`src/rtl/cam_pix_pkg.sv`:
```
package cam_pix_pkg;

  localparam int BYTE_W = 8;
  localparam int WORD_W = 2 * BYTE_W;

  localparam logic [1:0] OF_YCC   = 2'd0;
  localparam logic [1:0] OF_LUMA  = 2'd1;
  localparam logic [1:0] OF_RGB15 = 2'd2;
  localparam logic [1:0] OF_RGB16 = 2'd3;

  // Settings captured at frame start
  typedef struct packed {
    logic              in_rgb;
    logic [1:0]        order;
    logic [1:0]        out_fmt;
    logic              mono;
    logic [BYTE_W-1:0] mask_y;
    logic [BYTE_W-1:0] mask_u;
    logic [BYTE_W-1:0] mask_v;
  } fmt_cfg_t;

  localparam fmt_cfg_t CFG_RESET = '{1'b0, 2'd0, 2'd0, 1'b0, 8'hFF, 8'hFF, 8'hFF};

  typedef struct packed {
    logic [BYTE_W-1:0] y0;
    logic [BYTE_W-1:0] cu;
    logic [BYTE_W-1:0] y1;
    logic [BYTE_W-1:0] cv;
  } yuv_pair_t;

  // Index i of b holds the i-th received byte of the group
  function automatic yuv_pair_t yuv_unpack(input logic [1:0] ord,
                                           input logic [3:0][BYTE_W-1:0] b);
    yuv_pair_t p;
    case (ord)
      2'd0:    p = '{b[0], b[1], b[2], b[3]};
      2'd1:    p = '{b[0], b[3], b[2], b[1]};
      2'd2:    p = '{b[1], b[0], b[3], b[2]};
      default: p = '{b[1], b[2], b[3], b[0]};
    endcase
    return p;
  endfunction

  // Returns {R[4:0], G[5:0], B[4:0]}
  function automatic logic [WORD_W-1:0] rgb_unpack(input logic [1:0] ord,
                                                   input logic [BYTE_W-1:0] b0,
                                                   input logic [BYTE_W-1:0] b1);
    logic [4:0] r, bl;
    logic [5:0] g;
    case (ord)
      2'd0: begin r = b0[7:3]; g = {b0[2:0], b1[7:5]}; bl = b1[4:0]; end
      2'd1: begin bl = b0[7:3]; g = {b0[2:0], b1[7:5]}; r = b1[4:0]; end
      2'd2: begin bl = b0[4:0]; g = {b1[2:0], b0[7:5]}; r = b1[7:3]; end
      default: begin r = b0[4:0]; g = {b1[2:0], b0[7:5]}; bl = b1[7:3]; end
    endcase
    return {r, g, bl};
  endfunction

endpackage

```
`src/rtl/cam_sync_sampler.sv`:
```
module cam_sync_sampler
  import cam_pix_pkg::*;
#(
  parameter int SYNC_STAGES = 2
) (
  input  logic              clk,
  input  logic              rst,
  input  logic              sen_pclk,
  input  logic              sen_hsync,
  input  logic              sen_vsync,
  input  logic [BYTE_W-1:0] sen_data,
  input  logic              rise_edge,
  input  logic              hs_high,
  input  logic              vs_high,
  output logic              byte_stb,
  output logic [BYTE_W-1:0] byte_q,
  output logic              line_start,
  output logic              line_idle,
  output logic              frame_start
);

  localparam int BUS_W = 3 + BYTE_W;

  logic [BUS_W-1:0] chain [SYNC_STAGES];

  // All sensor lines travel through the same number of stages
  always_ff @(posedge clk) begin
    if (rst) begin
      for (int i = 0; i < SYNC_STAGES; i++) chain[i] <= '0;
    end else begin
      chain[0] <= {sen_pclk, sen_hsync, sen_vsync, sen_data};
      for (int i = 1; i < SYNC_STAGES; i++) chain[i] <= chain[i-1];
    end
  end

  logic              s_pclk, s_hs, s_vs;
  logic [BYTE_W-1:0] s_data;
  assign {s_pclk, s_hs, s_vs, s_data} = chain[SYNC_STAGES-1];

  logic pclk_d, hs_seen, vs_seen;
  logic pix_edge, hs_on, vs_on;

  always_comb begin
    pix_edge = rise_edge ? (s_pclk & ~pclk_d) : (~s_pclk & pclk_d);
    hs_on    = (s_hs == hs_high);
    vs_on    = (s_vs == vs_high);
  end

  always_ff @(posedge clk) begin
    if (rst) begin
      pclk_d      <= 1'b0;
      hs_seen     <= 1'b0;
      vs_seen     <= 1'b0;
      byte_stb    <= 1'b0;
      byte_q      <= '0;
      line_start  <= 1'b0;
      line_idle   <= 1'b0;
      frame_start <= 1'b0;
    end else begin
      pclk_d      <= s_pclk;
      byte_stb    <= pix_edge & hs_on;
      line_start  <= pix_edge & hs_on & ~hs_seen;
      line_idle   <= pix_edge & ~hs_on;
      frame_start <= pix_edge & vs_on & ~vs_seen;
      if (pix_edge) begin
        hs_seen <= hs_on;
        vs_seen <= vs_on;
        byte_q  <= s_data;
      end
    end
  end

  // a single pixel-clock edge yields at most one byte
  a_r2_one_byte_per_edge: assert property (@(posedge clk) disable iff (rst)
    byte_stb |=> !byte_stb);

endmodule

```
`src/rtl/cam_cfg_shadow.sv`:
```
module cam_cfg_shadow
  import cam_pix_pkg::*;
(
  input  logic     clk,
  input  logic     rst,
  input  logic     frame_start,
  input  fmt_cfg_t cfg_live,
  output fmt_cfg_t cfg_frame
);

  always_ff @(posedge clk) begin
    if (rst)              cfg_frame <= CFG_RESET;
    else if (frame_start) cfg_frame <= cfg_live;
  end

endmodule

```
`src/rtl/cam_byte_gather.sv`:
```
module cam_byte_gather
  import cam_pix_pkg::*;
(
  input  logic                   clk,
  input  logic                   rst,
  input  logic                   in_rgb,
  input  logic                   byte_stb,
  input  logic [BYTE_W-1:0]      byte_q,
  input  logic                   line_start,
  input  logic                   line_idle,
  input  logic                   frame_start,
  output logic                   grp_valid,
  output logic [3:0][BYTE_W-1:0] grp_bytes,
  output logic                   grp_sof,
  output logic                   grp_sol
);

  logic [1:0]              phase;
  logic [3:0][BYTE_W-1:0]  held;
  logic                    sof_pend, sol_pend;
  logic [1:0]              idx;
  logic                    last;
  logic [3:0][BYTE_W-1:0]  merged;

  always_comb begin
    idx         = line_start ? 2'd0 : phase;
    last        = (idx == (in_rgb ? 2'd1 : 2'd3));
    merged      = held;
    merged[idx] = byte_q;
  end

  always_ff @(posedge clk) begin
    if (rst) begin
      phase     <= '0;
      held      <= '0;
      sof_pend  <= 1'b0;
      sol_pend  <= 1'b0;
      grp_valid <= 1'b0;
      grp_bytes <= '0;
      grp_sof   <= 1'b0;
      grp_sol   <= 1'b0;
    end else begin
      grp_valid <= 1'b0;
      if (frame_start) begin
        phase    <= '0;
        sof_pend <= 1'b1;
      end else if (line_idle) begin
        phase <= '0;
      end else if (byte_stb) begin
        held <= merged;
        if (last) begin
          grp_valid <= 1'b1;
          grp_bytes <= merged;
          grp_sof   <= sof_pend;
          grp_sol   <= sol_pend | line_start;
          sof_pend  <= 1'b0;
          sol_pend  <= 1'b0;
          phase     <= '0;
        end else begin
          phase <= idx + 2'd1;
          if (line_start) sol_pend <= 1'b1;
        end
      end
    end
  end

  // a two-byte pixel never leaves the phase past its second byte
  a_r10_rgb_phase_bound: assert property (@(posedge clk) disable iff (rst)
    in_rgb |-> (phase < 2'd2));

endmodule

```
`src/rtl/cam_word_builder.sv`:
```
module cam_word_builder
  import cam_pix_pkg::*;
#(
  parameter logic [BYTE_W-1:0] MONO_CHROMA = 8'h80
) (
  input  logic                   clk,
  input  logic                   rst,
  input  fmt_cfg_t               cfg,
  input  logic                   grp_valid,
  input  logic [3:0][BYTE_W-1:0] grp_bytes,
  input  logic                   grp_sof,
  input  logic                   grp_sol,
  output logic                   pix_valid,
  output logic [WORD_W-1:0]      pix_data,
  output logic                   pix_sof,
  output logic                   pix_sol
);

  yuv_pair_t           yp;
  logic [BYTE_W-1:0]   y0m, y1m, cu_eff, cv_eff;
  logic [WORD_W-1:0]   w_first, w_second, rgb16, rgb_word;
  logic                legal, luma_only;
  logic                pend;
  logic [WORD_W-1:0]   pend_word;

  always_comb begin
    yp        = yuv_unpack(cfg.order, grp_bytes);
    y0m       = yp.y0 & cfg.mask_y;
    y1m       = yp.y1 & cfg.mask_y;
    cu_eff    = cfg.mono ? MONO_CHROMA : (yp.cu & cfg.mask_u);
    cv_eff    = cfg.mono ? MONO_CHROMA : (yp.cv & cfg.mask_v);
    luma_only = (cfg.out_fmt == OF_LUMA);
    w_first   = luma_only ? {{BYTE_W{1'b0}}, y0m} : {y0m, cu_eff};
    w_second  = luma_only ? {{BYTE_W{1'b0}}, y1m} : {y1m, cv_eff};
    rgb16     = rgb_unpack(cfg.order, grp_bytes[0], grp_bytes[1]);
    rgb_word  = (cfg.out_fmt == OF_RGB15) ?
                {1'b0, rgb16[15:11], rgb16[10:6], rgb16[4:0]} : rgb16;
    legal     = (cfg.in_rgb == cfg.out_fmt[1]);
  end

  always_ff @(posedge clk) begin
    if (rst) begin
      pix_valid <= 1'b0;
      pix_data  <= '0;
      pix_sof   <= 1'b0;
      pix_sol   <= 1'b0;
      pend      <= 1'b0;
      pend_word <= '0;
    end else if (grp_valid && legal) begin
      pix_valid <= 1'b1;
      pix_data  <= cfg.in_rgb ? rgb_word : w_first;
      pix_sof   <= grp_sof;
      pix_sol   <= grp_sol;
      pend      <= ~cfg.in_rgb;
      pend_word <= w_second;
    end else if (pend) begin
      pix_valid <= 1'b1;
      pix_data  <= pend_word;
      pix_sof   <= 1'b0;
      pix_sol   <= 1'b0;
      pend      <= 1'b0;
    end else begin
      pix_valid <= 1'b0;
      pix_sof   <= 1'b0;
      pix_sol   <= 1'b0;
    end
  end

  // luma-only words carry nothing in the upper byte
  a_r6_luma_upper_clear: assert property (@(posedge clk) disable iff (rst)
    (pix_valid && cfg.out_fmt == OF_LUMA) |-> (pix_data[WORD_W-1:BYTE_W] == '0));

  // RGB555 words keep the top bit clear
  a_r7_rgb15_top_clear: assert property (@(posedge clk) disable iff (rst)
    (pix_valid && cfg.out_fmt == OF_RGB15) |-> !pix_data[WORD_W-1]);

  // frame marker only rides on a valid word
  a_r13_sof_with_valid: assert property (@(posedge clk) disable iff (rst)
    pix_sof |-> pix_valid);

endmodule

```
`src/rtl/cam_pixel_formatter.sv`:
```
module cam_pixel_formatter
  import cam_pix_pkg::*;
#(
  parameter int          SYNC_STAGES = 2,
  parameter logic [7:0]  MONO_CHROMA = 8'h80
) (
  input  logic        clk,
  input  logic        rst,
  input  logic        sen_pclk,
  input  logic        sen_hsync,
  input  logic        sen_vsync,
  input  logic [7:0]  sen_data,
  input  logic        cfg_pclk_rise,
  input  logic        cfg_hsync_high,
  input  logic        cfg_vsync_high,
  input  logic        cfg_in_rgb,
  input  logic [1:0]  cfg_byte_order,
  input  logic [1:0]  cfg_out_fmt,
  input  logic        cfg_mono,
  input  logic [7:0]  cfg_mask_y,
  input  logic [7:0]  cfg_mask_u,
  input  logic [7:0]  cfg_mask_v,
  output logic        pix_valid,
  output logic [15:0] pix_data,
  output logic        pix_sof,
  output logic        pix_sol
);

  logic                   byte_stb, line_start, line_idle, frame_start;
  logic [BYTE_W-1:0]      byte_q;
  fmt_cfg_t               cfg_live, cfg_frame;
  logic                   grp_valid, grp_sof, grp_sol;
  logic [3:0][BYTE_W-1:0] grp_bytes;

  assign cfg_live = '{cfg_in_rgb, cfg_byte_order, cfg_out_fmt, cfg_mono,
                      cfg_mask_y, cfg_mask_u, cfg_mask_v};

  cam_sync_sampler #(.SYNC_STAGES(SYNC_STAGES)) u_sampler (
    .clk        (clk),
    .rst        (rst),
    .sen_pclk   (sen_pclk),
    .sen_hsync  (sen_hsync),
    .sen_vsync  (sen_vsync),
    .sen_data   (sen_data),
    .rise_edge  (cfg_pclk_rise),
    .hs_high    (cfg_hsync_high),
    .vs_high    (cfg_vsync_high),
    .byte_stb   (byte_stb),
    .byte_q     (byte_q),
    .line_start (line_start),
    .line_idle  (line_idle),
    .frame_start(frame_start)
  );

  cam_cfg_shadow u_shadow (
    .clk        (clk),
    .rst        (rst),
    .frame_start(frame_start),
    .cfg_live   (cfg_live),
    .cfg_frame  (cfg_frame)
  );

  cam_byte_gather u_gather (
    .clk        (clk),
    .rst        (rst),
    .in_rgb     (cfg_frame.in_rgb),
    .byte_stb   (byte_stb),
    .byte_q     (byte_q),
    .line_start (line_start),
    .line_idle  (line_idle),
    .frame_start(frame_start),
    .grp_valid  (grp_valid),
    .grp_bytes  (grp_bytes),
    .grp_sof    (grp_sof),
    .grp_sol    (grp_sol)
  );

  cam_word_builder #(.MONO_CHROMA(MONO_CHROMA)) u_builder (
    .clk       (clk),
    .rst       (rst),
    .cfg       (cfg_frame),
    .grp_valid (grp_valid),
    .grp_bytes (grp_bytes),
    .grp_sof   (grp_sof),
    .grp_sol   (grp_sol),
    .pix_valid (pix_valid),
    .pix_data  (pix_data),
    .pix_sof   (pix_sof),
    .pix_sol   (pix_sol)
  );

  // no word leaves under a format pair that needs colour conversion
  a_r12_legal_pair_only: assert property (@(posedge clk) disable iff (rst)
    pix_valid |-> (cfg_frame.in_rgb == cfg_frame.out_fmt[1]));

endmodule

```
`config.mk`:
```
export PLATFORM = sky130hd
export DESIGN_NAME = cam_pixel_formatter
export DESIGN_NICKNAME = d
export VERILOG_FILES = /design/src/rtl/cam_pix_pkg.sv /design/src/rtl/cam_sync_sampler.sv /design/src/rtl/cam_cfg_shadow.sv /design/src/rtl/cam_byte_gather.sv /design/src/rtl/cam_word_builder.sv /design/src/rtl/cam_pixel_formatter.sv
export SDC_FILE = /design/constraint.sdc
export NUM_CORES = 1
export LEC_CHECK = 0
export CORE_MARGIN = 2
export CORE_UTILIZATION = 30
export DETAILED_ROUTE_END_ITERATION = 6
export HOLD_SLACK_MARGIN = 0.03
export SYNTH_ARGS = -nofsm -noshare
export SYNTH_HDL_FRONTEND = slang
export SYNTH_SLANG_ARGS = --single-unit
export TNS_END_PERCENT = 5
```
`constraint.sdc`:
```
create_clock -name clk -period 1.86 [get_ports clk]
set_clock_uncertainty 0.05 [all_clocks]
set_input_delay 0.186 -clock clk [delete_from_list [all_inputs] [get_ports clk]]
set_output_delay 0.186 -clock clk [all_outputs]
set_load 0.02 [all_outputs]
```
# Yosys cells after proc, flatten, opt, wreduce, memory -nomap -nowiden
# Memory sizes are Yosys's and may differ from the RTL's.
# Index checks and enable logic that the tools add are counted.
# W data, S select, Z words.
dict set report totals {
  ramBits 22
  output_inout_bits 19
  mem_count 1
  in_bits 46
  word_cells 120
  ff_bits 152
}
# memory depth word_bits read_ports rd_ports_with_merged_regs write_ports line
set memory_table {}
lappend memory_table {u_sampler.chain 2 11 2 0 2 cam_sync_sampler.sv:24} ;# logic [BUS_W-1:0] chain [SYNC_STAGES];
dict set report classes {
  magnitude_cmp 2
  n_bitwise 24
  n_eq_ne 9
  n_mux 33
  add_sub_neg 1
  n_reduce_logical 15
}
# op n
set ops {}
lappend ops {{$mux W16} 6}
lappend ops {{$pmux W32 S3} 1}
lappend ops {{$and A8 B8 Y8} 4}
lappend ops {{$bwmux W32} 1}
lappend ops {{$pmux W5 S3} 2}
lappend ops {{$mux W8} 3}
lappend ops {{$mux W11} 2}
lappend ops {{$demux W8 S2} 1}
lappend ops {{$mux W1} 13}
lappend ops {{$not A1 Y1} 10}
lappend ops {{$reduce_and A4 Y1} 2}
lappend ops {{$reduce_bool A2 Y1} 4}
lappend ops {{$and A1 B1 Y1} 7}
lappend ops {{$mux W2} 3}
lappend ops {{$mux W6} 1}
lappend ops {{$reduce_and A3 Y1} 2}
lappend ops {{$eq A2 B1 Y1 const B} 2}
lappend ops {{$eq A2 B2 Y1 const B} 2}
lappend ops {{$reduce_or A2 Y1} 2}
lappend ops {{$reduce_or A4 Y1} 1}
lappend ops {{$eq A1 B1 Y1} 3}
lappend ops {{$lt A2 B3 Y1 const B} 1}
lappend ops {{$or A1 B1 Y1} 3}
lappend ops {{$reduce_or A3 Y1} 1}
lappend ops {{6 further kinds} 7}

# Logic depth before layout (Yosys ltp)
# Gate-level depths: netlist of run 1.
dict set report depth {
  depth_word 7
  ltp_mapped 8
  ltp_nobuf 6
}

# By module
# From an unflattened synthesis of run 1, not the netlist that was laid out.
dict set report hier_totals {
  hier_cells 799
  hier_area_um2 8164.1
}
# module n_inst area_per_inst_um2 cells_each seq_area_each_um2
set by_module_without_submodules {}
lappend by_module_without_submodules {cam_byte_gather 1 2996.6 299 1421.4}
lappend by_module_without_submodules {cam_word_builder 1 2845.2 297 720.7}
lappend by_module_without_submodules {cam_sync_sampler 1 1201.2 105 740.7}
lappend by_module_without_submodules {cam_cfg_shadow 1 1121.1 98 600.6}

# Worst setup path after synthesis of run 1
# Ideal clock, no wire load.
dict set report synth_timing {
  path_type {register -> register}
  start {reg u_sampler.line_start}
  end {reg u_gather.held[10] (netlist bit)}
  path_stages_with_launch 9
  setup_slack_ps 29
  required_ps 1739
  setup_ps 71
  n_path_buf 2
  arrival_ps 1710
  synth_period_minus_slack_ps 1831
  path_cell_list {dfxtp_1 -> nand2b_1 -> inv_1 -> ha_1 -> buf_1 -> and2_1 -> clkbuf_1 -> nand2_1 -> a21oi_1}
}
dict set report synth_via {
  elab_chain_len 6
  word_cells_on_any_way 7
  classes_between {order compare (2); mux (4); reduce/logical (1)}
}
# element line
set synth_lines {}
lappend synth_lines {{start: declaration} cam_sync_sampler.sv:17} ;# output logic line_start,
lappend synth_lines {{start signal: assignment} cam_sync_sampler.sv:62} ;# line_start <= pix_edge & hs_on & ~hs_seen;
lappend synth_lines {{$mux W2 *} cam_byte_gather.sv:26} ;# idx = line_start ? 2'd0 : phase;
lappend synth_lines {{$lt A2 B3 Y1 (not written as such) / $ge A2 B1 Y1 (equally long branches)} cam_byte_gather.sv:29} ;# merged[idx] = byte_q;
lappend synth_lines {{$logic_and A1 B1 Y1 (not written as such)} cam_byte_gather.sv:29}
lappend synth_lines {{$mux W8 (not written as such)} cam_byte_gather.sv:29}
lappend synth_lines {{$demux W8 S2 *} -}
lappend synth_lines {{$bwmux W32 *} cam_byte_gather.sv:29}
lappend synth_lines {{end signal: assignment} cam_byte_gather.sv:50} ;# held <= merged;
lappend synth_lines {{end: declaration} cam_byte_gather.sv:19} ;# logic [3:0][BYTE_W-1:0] held;
# Mark *: on every way between the ends. The rest lies on a longest branch, timed or not.
# A chain may end at the register's enable or synchronous reset.

# Worst setup path after layout of run 1
dict set report layout_timing {
  start {reg, netlist name u_shadow.cfg_frame[25]}
  end {reg u_builder.pix_data[3]}
}
dict set report layout_via {
  elab_chain_len 4
}
# element line
set layout_lines {}
lappend layout_lines {{$eq A2 B1 Y1} cam_word_builder.sv:32} ;# luma_only = (cfg.out_fmt == OF_LUMA);
lappend layout_lines {{$mux W16} cam_word_builder.sv:33} ;# w_first = luma_only ? {{BYTE_W{1'b0}}, y0m} : {y0m, cu_eff};
lappend layout_lines {{$mux W16} cam_word_builder.sv:51} ;# pix_data <= cfg.in_rgb ? rgb_word : w_first;
lappend layout_lines {{$mux W16} cam_word_builder.sv:49} ;# end else if (grp_valid && legal) begin
lappend layout_lines {{end signal: assignment} cam_word_builder.sv:51}
lappend layout_lines {{end signal: assignment} cam_word_builder.sv:58} ;# pix_data <= pend_word;
lappend layout_lines {{end: declaration} cam_word_builder.sv:14} ;# output logic [WORD_W-1:0] pix_data,
# No other way between the ends.

==> flow_metrics.tcl, run 1 <==
set metrics [dict create \
    slew_headroom_pct 53.8 \
    grt_max_degree 95 \
    skew_pair_late_insertion_delay_ns 0.44 \
    worst_hold_slack_ns 0.0764 \
    first_pass_iters 5 \
    finalCriticalPeriod_ns 1.80 \
    worstPathMaxFanout 8 \
    gp_congestion 0.883 \
    leakage_power_of_the_design_uw 0.00319 \
    synth_ff_type "sky130_fd_sc_hd__dfxtp_1" \
    share_of_power_burned_in_registers_pct 49.7 \
    timing.final.setup_violations 0 \
    switching_part_of_the_total_power_pct 23.6 \
    fin_worst_setup_slack_ns 0.0559 \
    die_area_um2 27300 \
    yosys_warn_count 0 \
    detailedPlacementHpwl_mm 14.9 \
    drv.max_cap_violation_count 0 \
    route.detailed.wl_per_inst_um 17.1 \
    die_w_um 165 \
    critPathSlowestCell "sky130_fd_sc_hd__or3b_1" \
    worstPathCellList "buf_4 -> or3b_1 -> o311ai_1 -> a311o_1 -> o211a_1" \
    cts_tree "yes" \
    critical_path_class "register to register" \
    die_h_um 165 \
    cts_max_path_buffers 2 \
    grt_first_pass_wirelength_mm 32.2 \
    tritoncts.num_buffers 17 \
    ys_seq_area_share_pct 44.7 \
    cp-start-kind "register" \
    ant_nets 0 \
    worstSetupEndpointType "register" \
    timing.critical_path.arrival_ns 2.14 \
    post_route_cells_drive_above_1_share_pct 13.0 \
    num-nets-final 899 \
    post_drt_via_cell_ratio 4.97 \
    cts.clk_slew.worst_paths_ns 0.07 \
    grt_use_total_pct 15.6 \
    insertedDiodeCount 0 \
    setup_total_negative_slack_ns 0 \
    max_slew.worst_pin.slew_ns 0.691 \
    drt_wl_total_mm 20.5 \
    globalRoute.totalOverflow 0 \
    crit_required_ns 2.19 \
    placedCellCount 1165 \
    postSynth.asyncResetShare_pct 0 \
    final_max_slew_viol_count 0 \
    netlist.area_leader.share_pct 44.7 \
    synth.top_cells.by_area "sky130_fd_sc_hd__dfxtp_1, sky130_fd_sc_hd__mux2i_1, sky130_fd_sc_hd__nand2_1" \
    boundaryPins 65 \
    timing.final.crit_share_pct 97.0 \
    mostFrequentLayoutCell "sky130_fd_sc_hd__dfxtp_1" \
    library_cell_occupying_the_most_area_in_the_post_synthesis_netlist "sky130_fd_sc_hd__dfxtp_1" \
    mapped_cells 789 \
    power_total_uw 7600 \
    grt_pass1_vias 5653 \
    area_growth_syn_to_layout_pct 22.0 \
    final_cell_mix "sky130_fd_sc_hd__dfxtp_1, sky130_fd_sc_hd__nand2_1, sky130_fd_sc_hd__mux2i_1, sky130_fd_sc_hd__clkdlybuf4s50_1, sky130_fd_sc_hd__a21oi_1" \
    coreArea_um2 25800 \
    power.clock.fraction_pct 46.5 \
    buffer_ports.inserted 64 \
    start_util_pct 30.3 \
    timing.critical_path.slowest_cell_delay_ns 0.43 \
    number_of_enable_type_register_cells_in_the_synthesized_netlist 0 \
    tritoncts_num_sinks 174 \
    syn_nets 839 \
    max-vdd-ir-drop_v 0.000368 \
    drt_iter0_markers 357 \
    synth.ff_latch_count 174 \
    final_cell_count_no_fill 1197 \
    p_int_uw 5810 \
    post-place-ws_ns 0.0547 \
    timing.fmax_mhz 554 \
    power.density_nw_per_um2 799 \
    synth_cell_types 55 \
    cts-root-buf "sky130_fd_sc_hd__clkbuf_16" \
    htree_levels 4 \
    combinationalPowerShare_pct 3.8 \
    syn_area_per_cell_um2 9.88 \
    hold_path.class "input pin to register" \
    grt_setup_unrepaired "false" \
    via_count 5945 \
    total_number_of_placement_rows 59 \
    remaining_drcs 0 \
    antenna_found_initial 0 \
    status "completed" \
    netlist_area_um2 7800 \
    finalHoldViolations 0 \
    power.net_switching_uw 1800 \
]
==> synth_stat cells (2+ instances only) <==
library cell                number
sky130_fd_sc_hd__and3_1          5
sky130_fd_sc_hd__buf_6          10
sky130_fd_sc_hd__buf_4           8
sky130_fd_sc_hd__clkbuf_1       31
sky130_fd_sc_hd__nor2b_1        32
sky130_fd_sc_hd__o211ai_1        5
sky130_fd_sc_hd__o211a_1         4
sky130_fd_sc_hd__mux2i_1       113
sky130_fd_sc_hd__nand2_1       114
sky130_fd_sc_hd__dfxtp_1       174
sky130_fd_sc_hd__nand3_1         9
sky130_fd_sc_hd__a21o_1          4
sky130_fd_sc_hd__a311o_1         4
sky130_fd_sc_hd__ha_1            4
sky130_fd_sc_hd__mux2_2          4
sky130_fd_sc_hd__xor2_1          4
sky130_fd_sc_hd__a221oi_1       10
sky130_fd_sc_hd__o22ai_1         4
sky130_fd_sc_hd__buf_2          11
sky130_fd_sc_hd__mux4_2         13
sky130_fd_sc_hd__a31oi_1         2
sky130_fd_sc_hd__buf_1           7
sky130_fd_sc_hd__a32oi_1         7
sky130_fd_sc_hd__and2_1          7
sky130_fd_sc_hd__nor3_1          6
sky130_fd_sc_hd__nor2_1         38
sky130_fd_sc_hd__o2bb2ai_1      27
sky130_fd_sc_hd__nor3b_1         7
sky130_fd_sc_hd__inv_1          12
sky130_fd_sc_hd__o21ai_0         7
sky130_fd_sc_hd__o311ai_1        2
sky130_fd_sc_hd__nand2b_1       11
sky130_fd_sc_hd__a311oi_1        3
sky130_fd_sc_hd__a211oi_2        3
sky130_fd_sc_hd__a21oi_1        54
sky130_fd_sc_hd__a211oi_1       14
==> critical path: cells and delay by family, from the launching register on <==
family | cells | cell delay (ns)
AO/OA/AOI/OAI | 3 | 0.76
buffers and inverters | 1 | 0.17
AND/OR/NAND/NOR | 1 | 0.43
flip-flops | 1 | 0.34
==> timing repair <==
action / in CTS / in global routing
gates resized for setup: 0 / 6
endpoints found under the setup margin: 0 / 8
hold buffers: 0 / 0
setup buffers: 0 / 0
==> sequential cells by signal (all words and copies together), names as in the netlist, 2 cells and up <==
name                 cells
u_gather.held           32
u_sampler.byte_q         8
u_shadow.cfg_frame      30
u_builder.pix_data      16
u_sampler.chain         22
u_builder.pend_word     16
u_gather.phase           2
u_gather.grp_bytes      32
==> final cells by class <==
cell class | count | area, µm²
fillers | 2626 | 16200
inverters | 12 | 45.0
flip-flops and latches | 174 | 3490
multi-input cells | 535 | 3900
clock inverters | 14 | 156
well taps | 335 | 419
repair buffers | 109 | 1080
clock buffers | 18 | 429
==> metrics by stage <==
step	area (µm²)	utilization, %
floorplan	7800	-
global placement	8910	34.6
detailed placement	8910	34.6
CTS	9490	36.8
global route	9520	36.9
finish	9520	36.9
==> final timing paths <==
check | startpoint | end | slack [ns] | depth (start not counted)
worst min register to register | u_sampler.hs_seen | u_sampler.line_start | 0.36 | 1
worst max-delay path | u_shadow.cfg_frame[25] | u_builder.pix_data[3] | 0.06 | 5
worst max register to register | u_shadow.cfg_frame[25] | u_builder.pix_data[3] | 0.06 | 5
worst min-delay path | rst | u_gather.grp_sof | 0.08 | 2
==> cells by family (layout without fill, tap and decap cells) <==
family | count (synthesis) | count (layout) | synth area share [%]
adders and majority gates | 4 | 4 | 0.642
and+or+nand+nor | 237 | 237 | 14.4
AOI/OAI and AO/OA | 158 | 158 | 14.9
buffers and inverters | 80 | 153 | 5.58
DFF | 174 | 174 | 44.7
muxes | 131 | 131 | 19.2
xor gates and xnor gates | 5 | 5 | 0.562
==> power groups by stage <==
stage          sequential, µW  combinational (µW)  clock [µW]
6_report                 3780                 288        3540
5_1_grt                  3780                 314        3750
3_5_place_dp             3870                 291           0
2_1_floorplan            3850                 158           0
4_1_cts                  3780                 292        3600
3_3_place_gp             3870                 289           0
==> routing by layer <==
layer	GRT usage, %	up-vias	share of wire [%]
met5	0	-	0
li1	-	2937	-
met1	21.2	2828	47
met3	3.45	23	5.0
met2	24.6	157	47
met4	5.10	0	1.8
Note: power is estimated with default switching activity, not from simulation.
==> run 2, diff against run 1 <==
--- a/config.mk
+++ b/config.mk
@@ -6,9 +6,10 @@
 export NUM_CORES = 1
 export LEC_CHECK = 0
 export CORE_MARGIN = 2
-export CORE_UTILIZATION = 30
+export CORE_UTILIZATION = 52
 export DETAILED_ROUTE_END_ITERATION = 6
 export HOLD_SLACK_MARGIN = 0.03
+export PLACE_DENSITY = 0.76
 export SYNTH_ARGS = -nofsm -noshare
 export SYNTH_HDL_FRONTEND = slang
 export SYNTH_SLANG_ARGS = --single-unit
==> run 2 against run 1 <==
  * Sequential share of layout area grew 1.3 points
  * Sequential power is essentially flat
  * Cell count shrank 14%
  * Global-route usage grew 10 points
  * Critical path depth is the same
  * Core utilization grew 26 points
  * Final area shrank 3.4%
  * Clock power shrank 4%
  * Hold slack lost 0.026 ns
  * First-iteration DRC count grew 37%
  * Wire length shrank 1.7%
  * Critical path type unchanged
  * Largest cell class unchanged
==> flow_metrics.tcl, run 2 (same netlist as run 1, synthesis figures left out) <==
set metrics [dict create \
    worst_path_dominant_cell_family "compound AO/OA/AOI/OAI gates" \
    insertedDiodeCount 0 \
    grt_setup_unrepaired "true" \
    top_regs "u_gather.grp_bytes (32), u_gather.held (32), u_shadow.cfg_frame (30)" \
    die_area_um2 16000 \
    first_pass_iters 5 \
    timing.final.crit_share_pct 97.8 \
    die_w_um 126 \
    cts-resized-gates 1 \
    timing.critical_path.slowest_cell_delay_ns 0.45 \
    cts_setup_buffers 0 \
    hold_path.class "input pin to register" \
    worstPathCellList "buf_4 -> or3b_1 -> o311ai_1 -> a311o_1 -> o211a_1" \
    power.density_nw_per_um2 814 \
    finalHoldViolations 0 \
    tritoncts.num_buffers 17 \
    setup_total_negative_slack_ns 0 \
    final_max_slew_viol_count 0 \
    cts-root-buf "sky130_fd_sc_hd__clkbuf_16" \
    worst_setup_path_endpoint "u_builder.pix_data[3]" \
    holdPathStages 2 \
    ant_nets 0 \
    num-nets-final 888 \
    r2r_setup_slack_ns 0.04 \
    drt_wl_total_mm 20.1 \
    buffer_ports.inserted 64 \
    critical_path_class "register to register" \
    route.detailed.wl_per_inst_um 19.5 \
    die_h_um 126 \
    area_growth_syn_to_layout_pct 17.9 \
    max-vdd-ir-drop_v 0.000660 \
    worstPathMaxFanout 5 \
    timing.critical_path.arrival_ns 2.14 \
    worst_setup_path_startpoint "u_shadow.cfg_frame[26]" \
    path_buf_inv 1 \
    cp-start-kind "register" \
    via_count 5982 \
    cts_tree "yes" \
    crit_required_ns 2.18 \
    grt_use_total_pct 25.7 \
    leakage_power_of_the_design_uw 0.00313 \
    detailedPlacementHpwl_mm 14.8 \
    drv.max_cap_violation_count 0 \
    grt_max_degree 101 \
    post_route_cells_drive_above_1_share_pct 12.0 \
    grt_first_pass_wirelength_mm 32.0 \
    status "completed" \
    r2r_start "u_shadow.cfg_frame[26]" \
    boundaryPins 65 \
    final_cell_mix "sky130_fd_sc_hd__dfxtp_1, sky130_fd_sc_hd__nand2_1, sky130_fd_sc_hd__mux2i_1, sky130_fd_sc_hd__clkdlybuf4s50_1, sky130_fd_sc_hd__a21oi_1" \
    cts.clk_slew.worst_paths_ns 0.07 \
    worst-path-stages 5 \
    post_drt_via_cell_ratio 5.78 \
    skew_pair_late_insertion_delay_ns 0.43 \
    mostFrequentLayoutCell "sky130_fd_sc_hd__dfxtp_1" \
    globalRoute.totalOverflow 0 \
    max_slew.worst_pin.slew_ns 0.621 \
    tritoncts_num_sinks 174 \
    timing.fmax_mhz 550 \
    grt_pass1_vias 5880 \
    post_cts_hold_buffer_count 0 \
    worstSetupEndpointType "register" \
    final_cell_count_no_fill 1035 \
    remaining_drcs 0 \
    coreArea_um2 14600 \
    finalCriticalPeriod_ns 1.82 \
    antenna_found_initial 0 \
    r2r-end "u_builder.pix_data[3]" \
    htree_levels 4 \
    drt_iter0_markers 488 \
    timing.final.setup_violations 0 \
    slew_headroom_pct 58.5 \
    critPathSlowestCell "sky130_fd_sc_hd__or3b_1" \
    placedCellCount 1003 \
    cts_max_path_buffers 2 \
    total_number_of_placement_rows 44 \
    start_util_pct 53.4 \
    ff2ff_path_depth 5 \
    gp_congestion 0.930 \
]
-- run 2: final cells by class --
| class | count | area, µm² |
|---|---|---|
| Clock buffer | 19 | 443 |
| Clock inverter | 13 | 121 |
| Fill cell | 1160 | 5400 |
| Inverter | 12 | 45.0 |
| Multi-Input combinational cell | 535 | 3910 |
| Sequential cell | 174 | 3490 |
| Tap cell | 184 | 230 |
| Timing Repair Buffer | 98 | 956 |
-- run 2: metrics by stage --
step	setup WS, ns	util, %	total power (µW)	hold WS (ns)	cell area, µm²
5_1_grt	-0.0213	63.0	7700	0.0531	9190
2_1_floorplan	0.0287	-	4010	0.264	7800
6_report	0.0408	63.0	7480	0.0499	9190
4_1_cts	0.0230	62.8	7520	0.0365	9170
3_3_place_gp	-0.0140	58.9	4150	0.352	8600
3_5_place_dp	-0.0197	58.9	4150	0.365	8600
-- run 2: worst min path at each step --
stage / from / end / slack [ns]
global route: rst / u_shadow.cfg_frame[29] / 0.05
floorplan: sen_data[0] / u_sampler.chain[0][0] / 0.26
detailed placement: u_sampler.hs_seen / u_sampler.line_start / 0.36
CTS: rst / u_gather.grp_sof / 0.04
global placement: u_sampler.hs_seen / u_sampler.line_start / 0.35
finish: rst / u_gather.grp_sof / 0.05
-- run 2: power breakdown --
part	internal (µW)	leakage (µW)	switching, µW
clock network	1800	0.000275	1610
logic	151	0.00144	133
registers	3760	0.00141	22.8
total	5710	0.00313	1770
-- run 2: routing by layer --
layer	vias to the layer above	wire, µm	global-route usage, %
met2	181	9820	43.4
met4	0	728	10.8
li1	2902	-	-
met1	2860	8750	32.2
met5	-	0	0
met3	39	835	5.06
